### src/rtl/clk_stop_pkg.sv
package clk_stop_pkg;
  localparam int CFG_AW = 3;
  localparam logic [CFG_AW-1:0] ADDR_CPU    = 3'd0;
  localparam logic [CFG_AW-1:0] ADDR_BUS    = 3'd1;
  localparam logic [CFG_AW-1:0] ADDR_MEM_LO = 3'd2;
  localparam logic [CFG_AW-1:0] ADDR_MEM_HI = 3'd3;
  localparam logic [CFG_AW-1:0] ADDR_REF    = 3'd4;
  localparam int REQ_PD  = 0;
  localparam int REQ_CPU = 1;
  localparam int REQ_BUS = 2;
  localparam int NREQ    = 3;
endpackage

### src/rtl/csc_phase_gen.sv
module csc_phase_gen #(
  parameter int HALF = 1
) (
  input  logic clk,
  input  logic rst_n,
  output logic ph_o,
  output logic ph_n_o,
  output logic rise_o,
  output logic fall_o
);
  localparam int CW = (HALF > 1) ? $clog2(HALF) : 1;

  logic [CW-1:0] cnt_q, cnt_n;
  logic          ph_q, ph_n;

  always_comb begin
    cnt_n = cnt_q + 1'b1;
    ph_n  = ph_q;
    if (cnt_q == CW'(HALF - 1)) begin
      cnt_n = '0;
      ph_n  = ~ph_q;
    end
  end

  always_ff @(posedge clk or negedge rst_n) begin
    if (!rst_n) begin
      cnt_q <= '0;
      ph_q  <= 1'b0;
    end else begin
      cnt_q <= cnt_n;
      ph_q  <= ph_n;
    end
  end

  assign ph_o   = ph_q;
  assign ph_n_o = ph_n;
  assign rise_o = ph_n & ~ph_q;
  assign fall_o = ph_q & ~ph_n;
endmodule

### src/rtl/csc_sync.sv
module csc_sync #(
  parameter int W = 3
) (
  input  logic         clk,
  input  logic         rst_n,
  input  logic [W-1:0] d_i,
  output logic [W-1:0] q_o
);
  logic [W-1:0] s1_q, s2_q;

  always_ff @(posedge clk or negedge rst_n) begin
    if (!rst_n) begin
      s1_q <= '0;
      s2_q <= '0;
    end else begin
      s1_q <= d_i;
      s2_q <= s1_q;
    end
  end

  assign q_o = s2_q;

  AST_SYNC_TWO_STAGE: assert property (@(posedge clk) disable iff (!rst_n)
    $past(rst_n) |=> (q_o == $past(d_i, 2)));
endmodule

### src/rtl/csc_cfg_bank.sv
module csc_cfg_bank
  import clk_stop_pkg::*;
#(
  parameter int NCPU = 4,
  parameter int NBUS = 7,
  parameter int NMEM = 12
) (
  input  logic              clk,
  input  logic              rst_n,
  input  logic              wr_i,
  input  logic [CFG_AW-1:0] addr_i,
  input  logic [7:0]        wdata_i,
  output logic [7:0]        rdata_o,
  output logic [NCPU-1:0]   cpu_en_o,
  output logic [NBUS-1:0]   bus_en_o,
  output logic [NMEM-1:0]   mem_en_o,
  output logic              ref_en_o
);
  localparam int MHI = NMEM - 8;

  logic [NCPU-1:0] cpu_q, cpu_n;
  logic [NBUS-1:0] bus_q, bus_n;
  logic [NMEM-1:0] mem_q, mem_n;
  logic            ref_q, ref_n;

  always_comb begin
    cpu_n = cpu_q;
    bus_n = bus_q;
    mem_n = mem_q;
    ref_n = ref_q;
    if (wr_i) begin
      case (addr_i)
        ADDR_CPU:    cpu_n = wdata_i[NCPU-1:0];
        ADDR_BUS:    bus_n = wdata_i[NBUS-1:0];
        ADDR_MEM_LO: mem_n[7:0] = wdata_i;
        ADDR_MEM_HI: mem_n[NMEM-1:8] = wdata_i[MHI-1:0];
        ADDR_REF:    ref_n = wdata_i[0];
        default:     ;
      endcase
    end
  end

  always_ff @(posedge clk or negedge rst_n) begin
    if (!rst_n) begin
      cpu_q <= '1;
      bus_q <= '1;
      mem_q <= '1;
      ref_q <= 1'b1;
    end else begin
      cpu_q <= cpu_n;
      bus_q <= bus_n;
      mem_q <= mem_n;
      ref_q <= ref_n;
    end
  end

  always_comb begin
    rdata_o = '0;
    case (addr_i)
      ADDR_CPU:    rdata_o[NCPU-1:0] = cpu_q;
      ADDR_BUS:    rdata_o[NBUS-1:0] = bus_q;
      ADDR_MEM_LO: rdata_o = mem_q[7:0];
      ADDR_MEM_HI: rdata_o[MHI-1:0] = mem_q[NMEM-1:8];
      ADDR_REF:    rdata_o[0] = ref_q;
      default:     rdata_o = '0;
    endcase
  end

  assign cpu_en_o = cpu_q;
  assign bus_en_o = bus_q;
  assign mem_en_o = mem_q;
  assign ref_en_o = ref_q;

  AST_REF_WRITE: assert property (@(posedge clk) disable iff (!rst_n)
    (wr_i && addr_i == ADDR_REF) |=> (ref_en_o == $past(wdata_i[0])));
  AST_RESERVED_ADDR_QUIET: assert property (@(posedge clk) disable iff (!rst_n)
    (wr_i && addr_i > ADDR_REF) |=> ($stable(cpu_en_o) && $stable(bus_en_o) &&
                                     $stable(mem_en_o) && $stable(ref_en_o)));
endmodule

### src/rtl/csc_stop_seq.sv
module csc_stop_seq
  import clk_stop_pkg::*;
#(
  parameter int CPU_LAT = 2,
  parameter int SETTLE  = 4
) (
  input  logic            clk,
  input  logic            rst_n,
  input  logic [NREQ-1:0] req_s_i,
  input  logic            cpu_fall_i,
  input  logic            bus_rise_i,
  input  logic            ref_fall_i,
  output logic            cpu_stop_o,
  output logic            cpu_stop_n_o,
  output logic            bus_stop_o,
  output logic            bus_stop_n_o,
  output logic            pd_hold_o
);
  localparam int LCW = (CPU_LAT > 1) ? $clog2(CPU_LAT) : 1;
  localparam int SCW = (SETTLE > 1) ? $clog2(SETTLE) : 1;

  logic           cstop_q, cstop_n;
  logic [LCW-1:0] lcnt_q, lcnt_n;
  logic           bstop_q, bstop_n;
  logic           hold_q, hold_n;
  logic [SCW-1:0] scnt_q, scnt_n;

  always_comb begin
    cstop_n = cstop_q;
    lcnt_n  = lcnt_q;
    if (req_s_i[REQ_CPU] != cstop_q) begin
      if (cpu_fall_i) begin
        if (lcnt_q == LCW'(CPU_LAT - 1)) begin
          cstop_n = req_s_i[REQ_CPU];
          lcnt_n  = '0;
        end else begin
          lcnt_n = lcnt_q + 1'b1;
        end
      end
    end else begin
      lcnt_n = '0;
    end
  end

  always_comb begin
    bstop_n = bstop_q;
    if (bus_rise_i) begin
      bstop_n = req_s_i[REQ_BUS];
    end
  end

  always_comb begin
    hold_n = hold_q;
    scnt_n = scnt_q;
    if (req_s_i[REQ_PD]) begin
      hold_n = 1'b1;
      scnt_n = '0;
    end else if (hold_q && ref_fall_i) begin
      if (scnt_q == SCW'(SETTLE - 1)) begin
        hold_n = 1'b0;
        scnt_n = '0;
      end else begin
        scnt_n = scnt_q + 1'b1;
      end
    end
  end

  always_ff @(posedge clk or negedge rst_n) begin
    if (!rst_n) begin
      cstop_q <= 1'b0;
      lcnt_q  <= '0;
      bstop_q <= 1'b0;
      hold_q  <= 1'b0;
      scnt_q  <= '0;
    end else begin
      cstop_q <= cstop_n;
      lcnt_q  <= lcnt_n;
      bstop_q <= bstop_n;
      hold_q  <= hold_n;
      scnt_q  <= scnt_n;
    end
  end

  assign cpu_stop_o   = cstop_q;
  assign cpu_stop_n_o = cstop_n;
  assign bus_stop_o   = bstop_q;
  assign bus_stop_n_o = bstop_n;
  assign pd_hold_o    = hold_q;

  AST_CPU_STOP_AT_FALL: assert property (@(posedge clk) disable iff (!rst_n)
    !$stable(cstop_q) |-> $past(cpu_fall_i));
  AST_BUS_STOP_AT_RISE: assert property (@(posedge clk) disable iff (!rst_n)
    !$stable(bstop_q) |-> $past(bus_rise_i));
  AST_PD_HOLD_SETS: assert property (@(posedge clk) disable iff (!rst_n)
    req_s_i[REQ_PD] |=> hold_q);
  AST_PD_HOLD_CLEAR: assert property (@(posedge clk) disable iff (!rst_n)
    $fell(hold_q) |-> ($past(ref_fall_i) && !$past(req_s_i[REQ_PD])));
endmodule

### src/rtl/csc_out_gate.sv
module csc_out_gate #(
  parameter int W = 4
) (
  input  logic         clk,
  input  logic         rst_n,
  input  logic         ph_n_i,
  input  logic         hold_i,
  input  logic         stop_n_i,
  input  logic [W-1:0] en_i,
  output logic [W-1:0] clk_o
);
  logic [W-1:0] g_q, g_n;
  logic [W-1:0] o_q, o_n;
  logic         ph_q;

  always_comb begin
    g_n = g_q;
    if (!ph_n_i) begin
      g_n = en_i & ~{W{hold_i}};
    end
    o_n = {W{ph_n_i & ~stop_n_i}} & g_n;
  end

  always_ff @(posedge clk or negedge rst_n) begin
    if (!rst_n) begin
      g_q  <= '0;
      o_q  <= '0;
      ph_q <= 1'b0;
    end else begin
      g_q  <= g_n;
      o_q  <= o_n;
      ph_q <= ph_n_i;
    end
  end

  assign clk_o = o_q;

  for (genvar i = 0; i < W; i++) begin : g_chk
    AST_NO_RUNT_RISE: assert property (@(posedge clk) disable iff (!rst_n)
      $rose(o_q[i]) |-> $rose(ph_q));
    AST_NO_RUNT_FALL: assert property (@(posedge clk) disable iff (!rst_n)
      $fell(o_q[i]) |-> $fell(ph_q));
  end
endmodule

### src/rtl/clk_stop_ctrl.sv
module clk_stop_ctrl
  import clk_stop_pkg::*;
#(
  parameter int NCPU        = 4,
  parameter int NBUS        = 7,
  parameter int NMEM        = 12,
  parameter int CPU_HALF    = 1,
  parameter int BUS_HALF    = 2,
  parameter int REF_HALF    = 3,
  parameter int CPU_LAT     = 2,
  parameter int SETTLE      = 4,
  parameter int SHARED_BASE = 5
) (
  input  logic              clk,
  input  logic              rst_n,
  input  logic              mode_i,
  input  logic [2:0]        shared_pin_i,
  input  logic              cfg_wr_i,
  input  logic [CFG_AW-1:0] cfg_addr_i,
  input  logic [7:0]        cfg_wdata_i,
  output logic [7:0]        cfg_rdata_o,
  output logic [NCPU-1:0]   cpu_clk_o,
  output logic [NBUS-1:0]   bus_clk_o,
  output logic [NMEM-1:0]   mem_clk_o,
  output logic              ref_clk_o
);
  localparam logic [NMEM-1:0] SHARED_MASK = NMEM'(7) << SHARED_BASE;
  localparam int NSTOP = NBUS - 1;

  logic cph, cph_n, crise, cfall;
  logic bph, bph_n, brise, bfall;
  logic rph, rph_n, rrise, rfall;

  logic [NREQ-1:0] req_raw, req_s;
  logic [NCPU-1:0] cpu_en;
  logic [NBUS-1:0] bus_en;
  logic [NMEM-1:0] mem_en, mem_en_eff;
  logic            ref_en;
  logic            cstop, cstop_n, bstop, bstop_n, pd_hold;

  csc_phase_gen #(.HALF(CPU_HALF)) u_cph (
    .clk(clk), .rst_n(rst_n), .ph_o(cph), .ph_n_o(cph_n), .rise_o(crise), .fall_o(cfall));
  csc_phase_gen #(.HALF(BUS_HALF)) u_bph (
    .clk(clk), .rst_n(rst_n), .ph_o(bph), .ph_n_o(bph_n), .rise_o(brise), .fall_o(bfall));
  csc_phase_gen #(.HALF(REF_HALF)) u_rph (
    .clk(clk), .rst_n(rst_n), .ph_o(rph), .ph_n_o(rph_n), .rise_o(rrise), .fall_o(rfall));

  assign req_raw = mode_i ? '0 : shared_pin_i;

  csc_sync #(.W(NREQ)) u_sync (
    .clk(clk), .rst_n(rst_n), .d_i(req_raw), .q_o(req_s));

  csc_cfg_bank #(.NCPU(NCPU), .NBUS(NBUS), .NMEM(NMEM)) u_cfg (
    .clk(clk), .rst_n(rst_n), .wr_i(cfg_wr_i), .addr_i(cfg_addr_i), .wdata_i(cfg_wdata_i),
    .rdata_o(cfg_rdata_o), .cpu_en_o(cpu_en), .bus_en_o(bus_en), .mem_en_o(mem_en),
    .ref_en_o(ref_en));

  csc_stop_seq #(.CPU_LAT(CPU_LAT), .SETTLE(SETTLE)) u_seq (
    .clk(clk), .rst_n(rst_n), .req_s_i(req_s), .cpu_fall_i(cfall), .bus_rise_i(brise),
    .ref_fall_i(rfall), .cpu_stop_o(cstop), .cpu_stop_n_o(cstop_n), .bus_stop_o(bstop),
    .bus_stop_n_o(bstop_n), .pd_hold_o(pd_hold));

  assign mem_en_eff = mem_en & ~(mode_i ? '0 : SHARED_MASK);

  csc_out_gate #(.W(NCPU)) u_gcpu (
    .clk(clk), .rst_n(rst_n), .ph_n_i(cph_n), .hold_i(pd_hold), .stop_n_i(cstop_n),
    .en_i(cpu_en), .clk_o(cpu_clk_o));
  csc_out_gate #(.W(NMEM)) u_gmem (
    .clk(clk), .rst_n(rst_n), .ph_n_i(cph_n), .hold_i(pd_hold), .stop_n_i(1'b0),
    .en_i(mem_en_eff), .clk_o(mem_clk_o));
  csc_out_gate #(.W(NSTOP)) u_gbus (
    .clk(clk), .rst_n(rst_n), .ph_n_i(bph_n), .hold_i(pd_hold), .stop_n_i(bstop_n),
    .en_i(bus_en[NSTOP-1:0]), .clk_o(bus_clk_o[NSTOP-1:0]));
  csc_out_gate #(.W(1)) u_gfree (
    .clk(clk), .rst_n(rst_n), .ph_n_i(bph_n), .hold_i(pd_hold), .stop_n_i(1'b0),
    .en_i(bus_en[NBUS-1]), .clk_o(bus_clk_o[NBUS-1]));
  csc_out_gate #(.W(1)) u_gref (
    .clk(clk), .rst_n(rst_n), .ph_n_i(rph_n), .hold_i(pd_hold), .stop_n_i(1'b0),
    .en_i(ref_en), .clk_o(ref_clk_o));

  AST_CPU_HELD_LOW: assert property (@(posedge clk) disable iff (!rst_n)
    cstop |-> (cpu_clk_o == '0));
  AST_BUS_HELD_LOW: assert property (@(posedge clk) disable iff (!rst_n)
    bstop |-> (bus_clk_o[NSTOP-1:0] == '0));
  AST_PD_CPU_LOW: assert property (@(posedge clk) disable iff (!rst_n)
    (pd_hold && $past(pd_hold) && !cph) |-> (cpu_clk_o == '0 && mem_clk_o == '0));
endmodule

### config.mk
export PLATFORM = sky130hd
export DESIGN_NAME = clk_stop_ctrl
export DESIGN_NICKNAME = d
export VERILOG_FILES = /design/src/rtl/clk_stop_pkg.sv /design/src/rtl/csc_phase_gen.sv /design/src/rtl/csc_sync.sv /design/src/rtl/csc_cfg_bank.sv /design/src/rtl/csc_stop_seq.sv /design/src/rtl/csc_out_gate.sv /design/src/rtl/clk_stop_ctrl.sv
export SDC_FILE = /design/constraint.sdc
export NUM_CORES = 1
export LEC_CHECK = 0
export BUFFER_PORTS_ARGS = -buffer_cell sky130_fd_sc_hd__buf_2
export CORE_MARGIN = 2
export CORE_UTILIZATION = 35
export DETAILED_ROUTE_END_ITERATION = 6
export GPL_TIMING_DRIVEN = 0
export HOLD_SLACK_MARGIN = 0.02
export SLEW_MARGIN = 10
export SYNTH_ARGS = -nofsm -noshare
export SYNTH_HDL_FRONTEND = slang
export SYNTH_SLANG_ARGS = --single-unit
### constraint.sdc
create_clock -name clk -period 1.2 [get_ports clk]
set_input_delay 0.12 -clock clk [delete_from_list [all_inputs] [get_ports clk]]
set_output_delay 0.12 -clock clk [all_outputs]
set_load 0.05 [all_outputs]
# Word-level counts from Yosys, hierarchy flattened
# Cells that the tools add are included.
dict set report op_classes {
  eq_ne 8
  add_sub_neg 5
  n_bitwise 28
  n_reduce_logical 10
  n_mux 30
}
# cell n
set ops {}
lappend ops {{bitwise AND 12 bit} 3}
lappend ops {{two-way mux 1 bit} 18}
lappend ops {{bitwise AND 6 bit} 2}
lappend ops {{two-way mux 12 bit} 1}
lappend ops {{NOT 12 bit} 1}
lappend ops {{NOT 8 -> 12 bit} 1}
lappend ops {{one-hot mux 3 bit (4 select lines)} 1}
lappend ops {{AND reduction 2 bit} 6}
lappend ops {{bitwise AND 1 bit} 9}
lappend ops {{bitwise AND 4 bit} 2}
lappend ops {{two-way mux 2 bit} 4}
lappend ops {{two-way mux 8 bit} 1}
lappend ops {{NOT 1 bit} 8}
lappend ops {{== test 3 x 2 -> 1 bit (second input constant)} 2}
lappend ops {{two-way mux 6 bit} 1}
lappend ops {{NOT 6 bit} 1}
lappend ops {{one-hot mux 3 bit (2 select lines)} 1}
lappend ops {{one-hot mux 1 bit (5 select lines)} 1}
lappend ops {{adder 2 x 1 -> 2 bit (second input constant)} 2}
lappend ops {{== test 2 bit (second input constant)} 2}
lappend ops {{two-way mux 4 bit} 1}
lappend ops {{NOT 4 bit} 1}
lappend ops {{nonzero test 2 bit} 2}
lappend ops {{adder 1 bit (second input constant)} 3}
lappend ops {{other kinds (7)} 7}
dict set report word_totals {
  in_bits 18
  ff_bits 91
  out_inout_bits 32
}

# Longest topological paths before layout
dict set report logic_depth {
  word_depth 9
  depth_mapped 5
  mapped_depth_nobuf 5
}

# By module
# Synthesis repeated with hierarchy kept, for this count alone.
dict set report unflattened {
  hier_cells 261
  hier_area_um2 3628.5
}
# module area_per_inst_um2 cells_per_inst instances seq_area_each_um2
set modules_own_cells {}
lappend modules_own_cells {csc_cfg_bank 1201.2 80 1 630.6}
lappend modules_own_cells {{csc_out_gate (u_gmem)} 854.6 64 1 600.6}
lappend modules_own_cells {{csc_out_gate (u_gbus)} 417.9 30 1 300.3}
lappend modules_own_cells {{csc_out_gate (u_gcpu)} 290.3 20 1 200.2}
lappend modules_own_cells {csc_stop_seq 271.5 21 1 150.1}
lappend modules_own_cells {csc_sync 150.1 6 1 150.1}
lappend modules_own_cells {{csc_out_gate (u_gfree ...)} 72.6 6 2 50.0}
lappend modules_own_cells {{csc_phase_gen (u_rph)} 126.4 10 1 75.1}
lappend modules_own_cells {{csc_phase_gen (u_bph)} 86.3 7 1 50.0}
lappend modules_own_cells {{csc_phase_gen (u_cph)} 43.8 4 1 25.0}
lappend modules_own_cells {clk_stop_ctrl 41.3 7 1 0.0}

# Least setup slack after synthesis
# Ideal clock, no wire load.
dict set report synth_path {
  path_type {flip-flop to output port}
  from {reg u_cfg.ref_q, in the netlist u_cfg.ref_en_o}
  to {out cfg_rdata_o[0]}
  n_path_buf 0
  arrival_ns 1.506
  required_ns 1.080
  slack_ns -0.426
  path_stages_with_launch 4
  cell_sequence {dfstp_2 > nand2_1 > o21a_1 > o22ai_1}
}
dict set report synth_between {
  elab_chain_len 1
}
# item line
set synth_rtl {}
lappend synth_rtl {{start: declaration} csc_cfg_bank.sv:24} ;# logic ref_q, ref_n;
lappend synth_rtl {{start signal: assignment} csc_cfg_bank.sv:53} ;# ref_q <= ref_n;
lappend synth_rtl {{one-hot mux 1 bit (5 select lines)} csc_cfg_bank.sv:59} ;# case (addr_i)
lappend synth_rtl {{end: declaration} clk_stop_ctrl.sv:21} ;# output logic [7:0] cfg_rdata_o,
# Every way passes these cells.

# Worst setup path after layout
dict set report layout_path {
  from {reg u_cfg.mem_q[1], in the netlist u_cfg.mem_en_o[1]}
  to {out cfg_rdata_o[1]}
}
dict set report layout_between {
  elab_chain_len 1
}
# item line
set layout_rtl {}
lappend layout_rtl {{start: declaration} csc_cfg_bank.sv:23} ;# logic [NMEM-1:0] mem_q, mem_n;
lappend layout_rtl {{start signal: assignment} csc_cfg_bank.sv:52} ;# mem_q <= mem_n;
lappend layout_rtl {{one-hot mux 3 bit (4 select lines)} csc_cfg_bank.sv:59}
# Every way passes these cells.

==> flow_summary_export.csv <==
group,metric,value,unit
logic_synthesis,seq_area_frac_synth,65.7,%
power,power.share.switching,24.5,%
die,die-width,104,um
sta,worstMarginPinSlew,0.616,ns
global_route,grt.total_usage,13.6,%
sta,timing.final.max_slew_violations,0,
route,drc_violations_left,0,
layout,synthToLayoutAreaGrowth,30.4,%
route,drt.antenna.violating_nets,0,
die,floorplan.initialDensity,35.9,%
logic_synthesis,synth-async-reset-ratio,100,%
clock_network,clock_insertion_delay_worst_skew,0.36,ns
sta,totalNegativeSetupSlack,-2.49,ns
power,comb_power_share,15.0,%
clock_network,cts_tree,"built",
clock_network,ctsRootBufferMaster,"sky130_fd_sc_hd__clkbuf_8",
die,io-pin-count,50,
route,detail_route.wirelength,6.96,mm
layout,post-route-cell-area,4530,um^2
route,detailroute.via_count,2144,
die,die_y,104,um
worst_setup_path,worstSetupEndpointType,"output port",
die,core-area,9680,um^2
layout,instances_no_fill,478,
route,detail_route.iter0.violations,51,
sta,finalHoldWorstSlack,0.0469,ns
layout,n_antenna_cell,0,
layout,utilization,46.8,%
clock_network,numClockSinks,90,
placed_design,placed_cells_incl_taps,435,
worst_setup_path,r2r_setup_slack,-0.02,ns
worst_setup_path,critPathRequiredTime,1.08,ns
global_route,grt_antenna_before_repair,0,
placed_design,place.port_buffers,49,
sta,setup-violations-final,9,
worst_setup_path,cp-endpoint,"cfg_rdata_o[1]",
hold_path,worst_hold_path_type,"in2reg",
power,total_power,6.71,mW
placed_design,finalWeightedCongestion,0.776,
logic_synthesis,yosys_register_bits,90,
sta,final.min_clock_period,1.62,ns
logic_synthesis,synth_fp_nets,273,
logic_synthesis,dominantRegCellSynth,"sky130_fd_sc_hd__dfrtp_1",
placed_design,preCtsSetupSlack,-0.480,ns
sta,final_hold_viol_count,0,
outcome,outcome,"finished, violations left",
logic_synthesis,mappedNetlistArea,3480,um^2
global_route,grt.overflow.total,0,
clock_network,path_clk_slew,0.09,ns
sta,rsz0062_at_grt,"yes",
layout,fill_cells,861,
global_route,via_count_of_the_first_global_routing_pass,2248,
layout,fin_nets,361,
route,detailedRoute.firstPassIterationCount,4,
worst_setup_path,cp-startpoint,"u_cfg.mem_en_o[1]",
worst_setup_path,critical_path.startpoint_type,"flip-flop",
placed_design,post_dp_cell_area,3950,um^2
worst_setup_path,crit-reg2reg-launch,"u_rph.cnt_q[0]",
global_route,grt_max_degree,49,
logic_synthesis,synth_edf_count,0,
logic_synthesis,synth.yosys.warnings,0,
layout,drive_gt1_share,51.0,%
worst_setup_path,worst-path-max-fanout,2,
logic_synthesis,distinct_cell_type_count_of_the_synthesized_netlist,35,
power,switching_power,1.64,mW
sta,fin_ws,-0.423,ns
clock_network,tritoncts.num_buffers,9,
clock_network,cts_max_level,3,
power,internal_power,5.07,mW
power,p_leak,2.18,nW
clock_network,ctsLongestPathBuffers,2,
sta,timing.clock.skew,0.00639,ns
sta,maxClockFrequency,616,MHz
worst_setup_path,critPathKind,"reg2out",
worst_setup_path,crit_arrival,1.50,ns
global_route,grt_first_pass_wirelength,11.4,mm
outcome,failing_checks,"setup timing",
power,power.density_cell_area,1480,nW/um^2
worst_setup_path,ff2ff_path_depth,4,
power,vdd_drop_max,0.624,mV
sta,max-slew-margin-rel,58.9,%
power,clock_power_share,31.9,%
placed_design,dp_hpwl,4.59,mm
die,design.die.area,10700,um^2
sta,final_min_period_over_clock_period,135,%
die,fp-row-count,36,
logic_synthesis,postSynthCellCount,252,
route,detail_route.vias_per_cell,4.49,
route,wl_per_cell,14.6,um
job,max_cap_viol_count,0,
power,p_seq_share,53.1,%
logic_synthesis,syn_area_per_cell,13.8,um^2
## metal layers
layer | up-vias | global-route usage, % | share of wire (%)
met4 | 0 | 4.73 | 1.5
li1 | 1028 | - | -
met3 | 9 | 3.96 | 4.1
met1 | 1065 | 18.9 | 48
met2 | 42 | 20.6 | 46
met5 | - | 0 | 0
## area by class of cell
cell class              count  area, um^2  share of cell area (%)
clock buffers              12         165                    3.64
clock inverters             4        48.8                    1.08
plain buffers              11        85.1                    1.88
inverters                  14        52.6                    1.16
multi-input cells         137        1190                    26.2
well taps                 133         166                    3.67
repair buffers             77         544                    12.0
flip-flops and latches     90        2280                    50.4
## power by group through the flow
stage | sequential, mW | combinational, mW | clock [mW]
floorplan | 3.57 | 0.531 | 0
global placement | 3.65 | 0.704 | 0
detailed placement | 3.65 | 0.728 | 0
CTS | 3.56 | 1.02 | 2.20
global route | 3.60 | 1.09 | 2.34
finish | 3.56 | 1.01 | 2.14
## worst max-delay path, cell delays in order (launching register included)
cell,delay (ns)
sky130_fd_sc_hd__dfstp_2,0.38
sky130_fd_sc_hd__mux4_2,0.46
sky130_fd_sc_hd__nor2b_4,0.14
sky130_fd_sc_hd__buf_6,0.16
## cell usage in the layout, fill, tap and decap left out, types with 6 or more instances in the layout
master                          netlist  layout
sky130_fd_sc_hd__clkbuf_8             0      12
sky130_fd_sc_hd__nor2b_1             24      18
sky130_fd_sc_hd__inv_1               14      13
sky130_fd_sc_hd__dfrtp_1             66      66
sky130_fd_sc_hd__buf_4                1      23
sky130_fd_sc_hd__nand3b_1             7       7
sky130_fd_sc_hd__nand2_1             10       9
sky130_fd_sc_hd__buf_6                1       9
sky130_fd_sc_hd__a21o_1              10      10
sky130_fd_sc_hd__nor2_1               8       6
sky130_fd_sc_hd__buf_2                2      41
sky130_fd_sc_hd__dlygate4sd3_1        0       8
sky130_fd_sc_hd__mux2_2              27      25
sky130_fd_sc_hd__o21ai_0             10      10
sky130_fd_sc_hd__nor3_1              10       9
sky130_fd_sc_hd__dfstp_2             24      24
## logic make-up (layout without fill, tap and decap cells)
kind of cell,Yosys count,after routing,synth area share (%)
adder cells (fa/ha/maj),3,3,1.08
multiplexers,31,31,11.3
AND/OR/NAND/NOR,70,70,12.4
XOR/XNOR,2,2,0.504
buffers and inverters,25,118,3.10
AO/OA/AOI/OAI,31,31,5.98
flip-flops,90,90,65.7
## synth_stat cells, drive strengths merged, types with 2 or more instances
cell type	number	area share, %
mux4	3	2.3
nor3	11	1.7
inv	14	1.5
nor2b	24	4.3
a22oi	4	0.86
nand2	10	1.1
a21o	10	2.2
clkbuf	7	0.76
dfstp	24	18
nand3b	7	1.5
nor2	8	0.86
o21ai	10	1.4
a31o	3	0.76
nor3b	3	1.3
ha	3	1.1
dfrtp	66	48
xnor2	2	0.50
mux2	27	8.7
buf	4	0.83
## timing repair
action	4_1_cts	5_1_grt
hold endpoints to repair	31	0
endpoints found under the setup margin	47	34
resized for setup	41	14
setup buffers	16	3
hold buffers	8	0
pin swaps	4	2
## worst min path at each step
| stage | start | endpoint | cells past startpoint |
|---|---|---|---|
| after global placement | u_sync.s1_q[0] | u_sync.q_o[0] | 0 |
| after detailed placement | rst_n | u_gcpu.clk_o[2] | 1 |
| final | cfg_wdata_i[5] | u_cfg.mem_en_o[5] | 2 |
| after global routing | cfg_wdata_i[5] | u_cfg.bus_en_o[5] | 2 |
| after floorplan | rst_n | async pin | 0 |
| after CTS | cfg_wdata_i[5] | u_cfg.mem_en_o[5] | 2 |
Note: power is estimated with default switching activity, not from simulation.
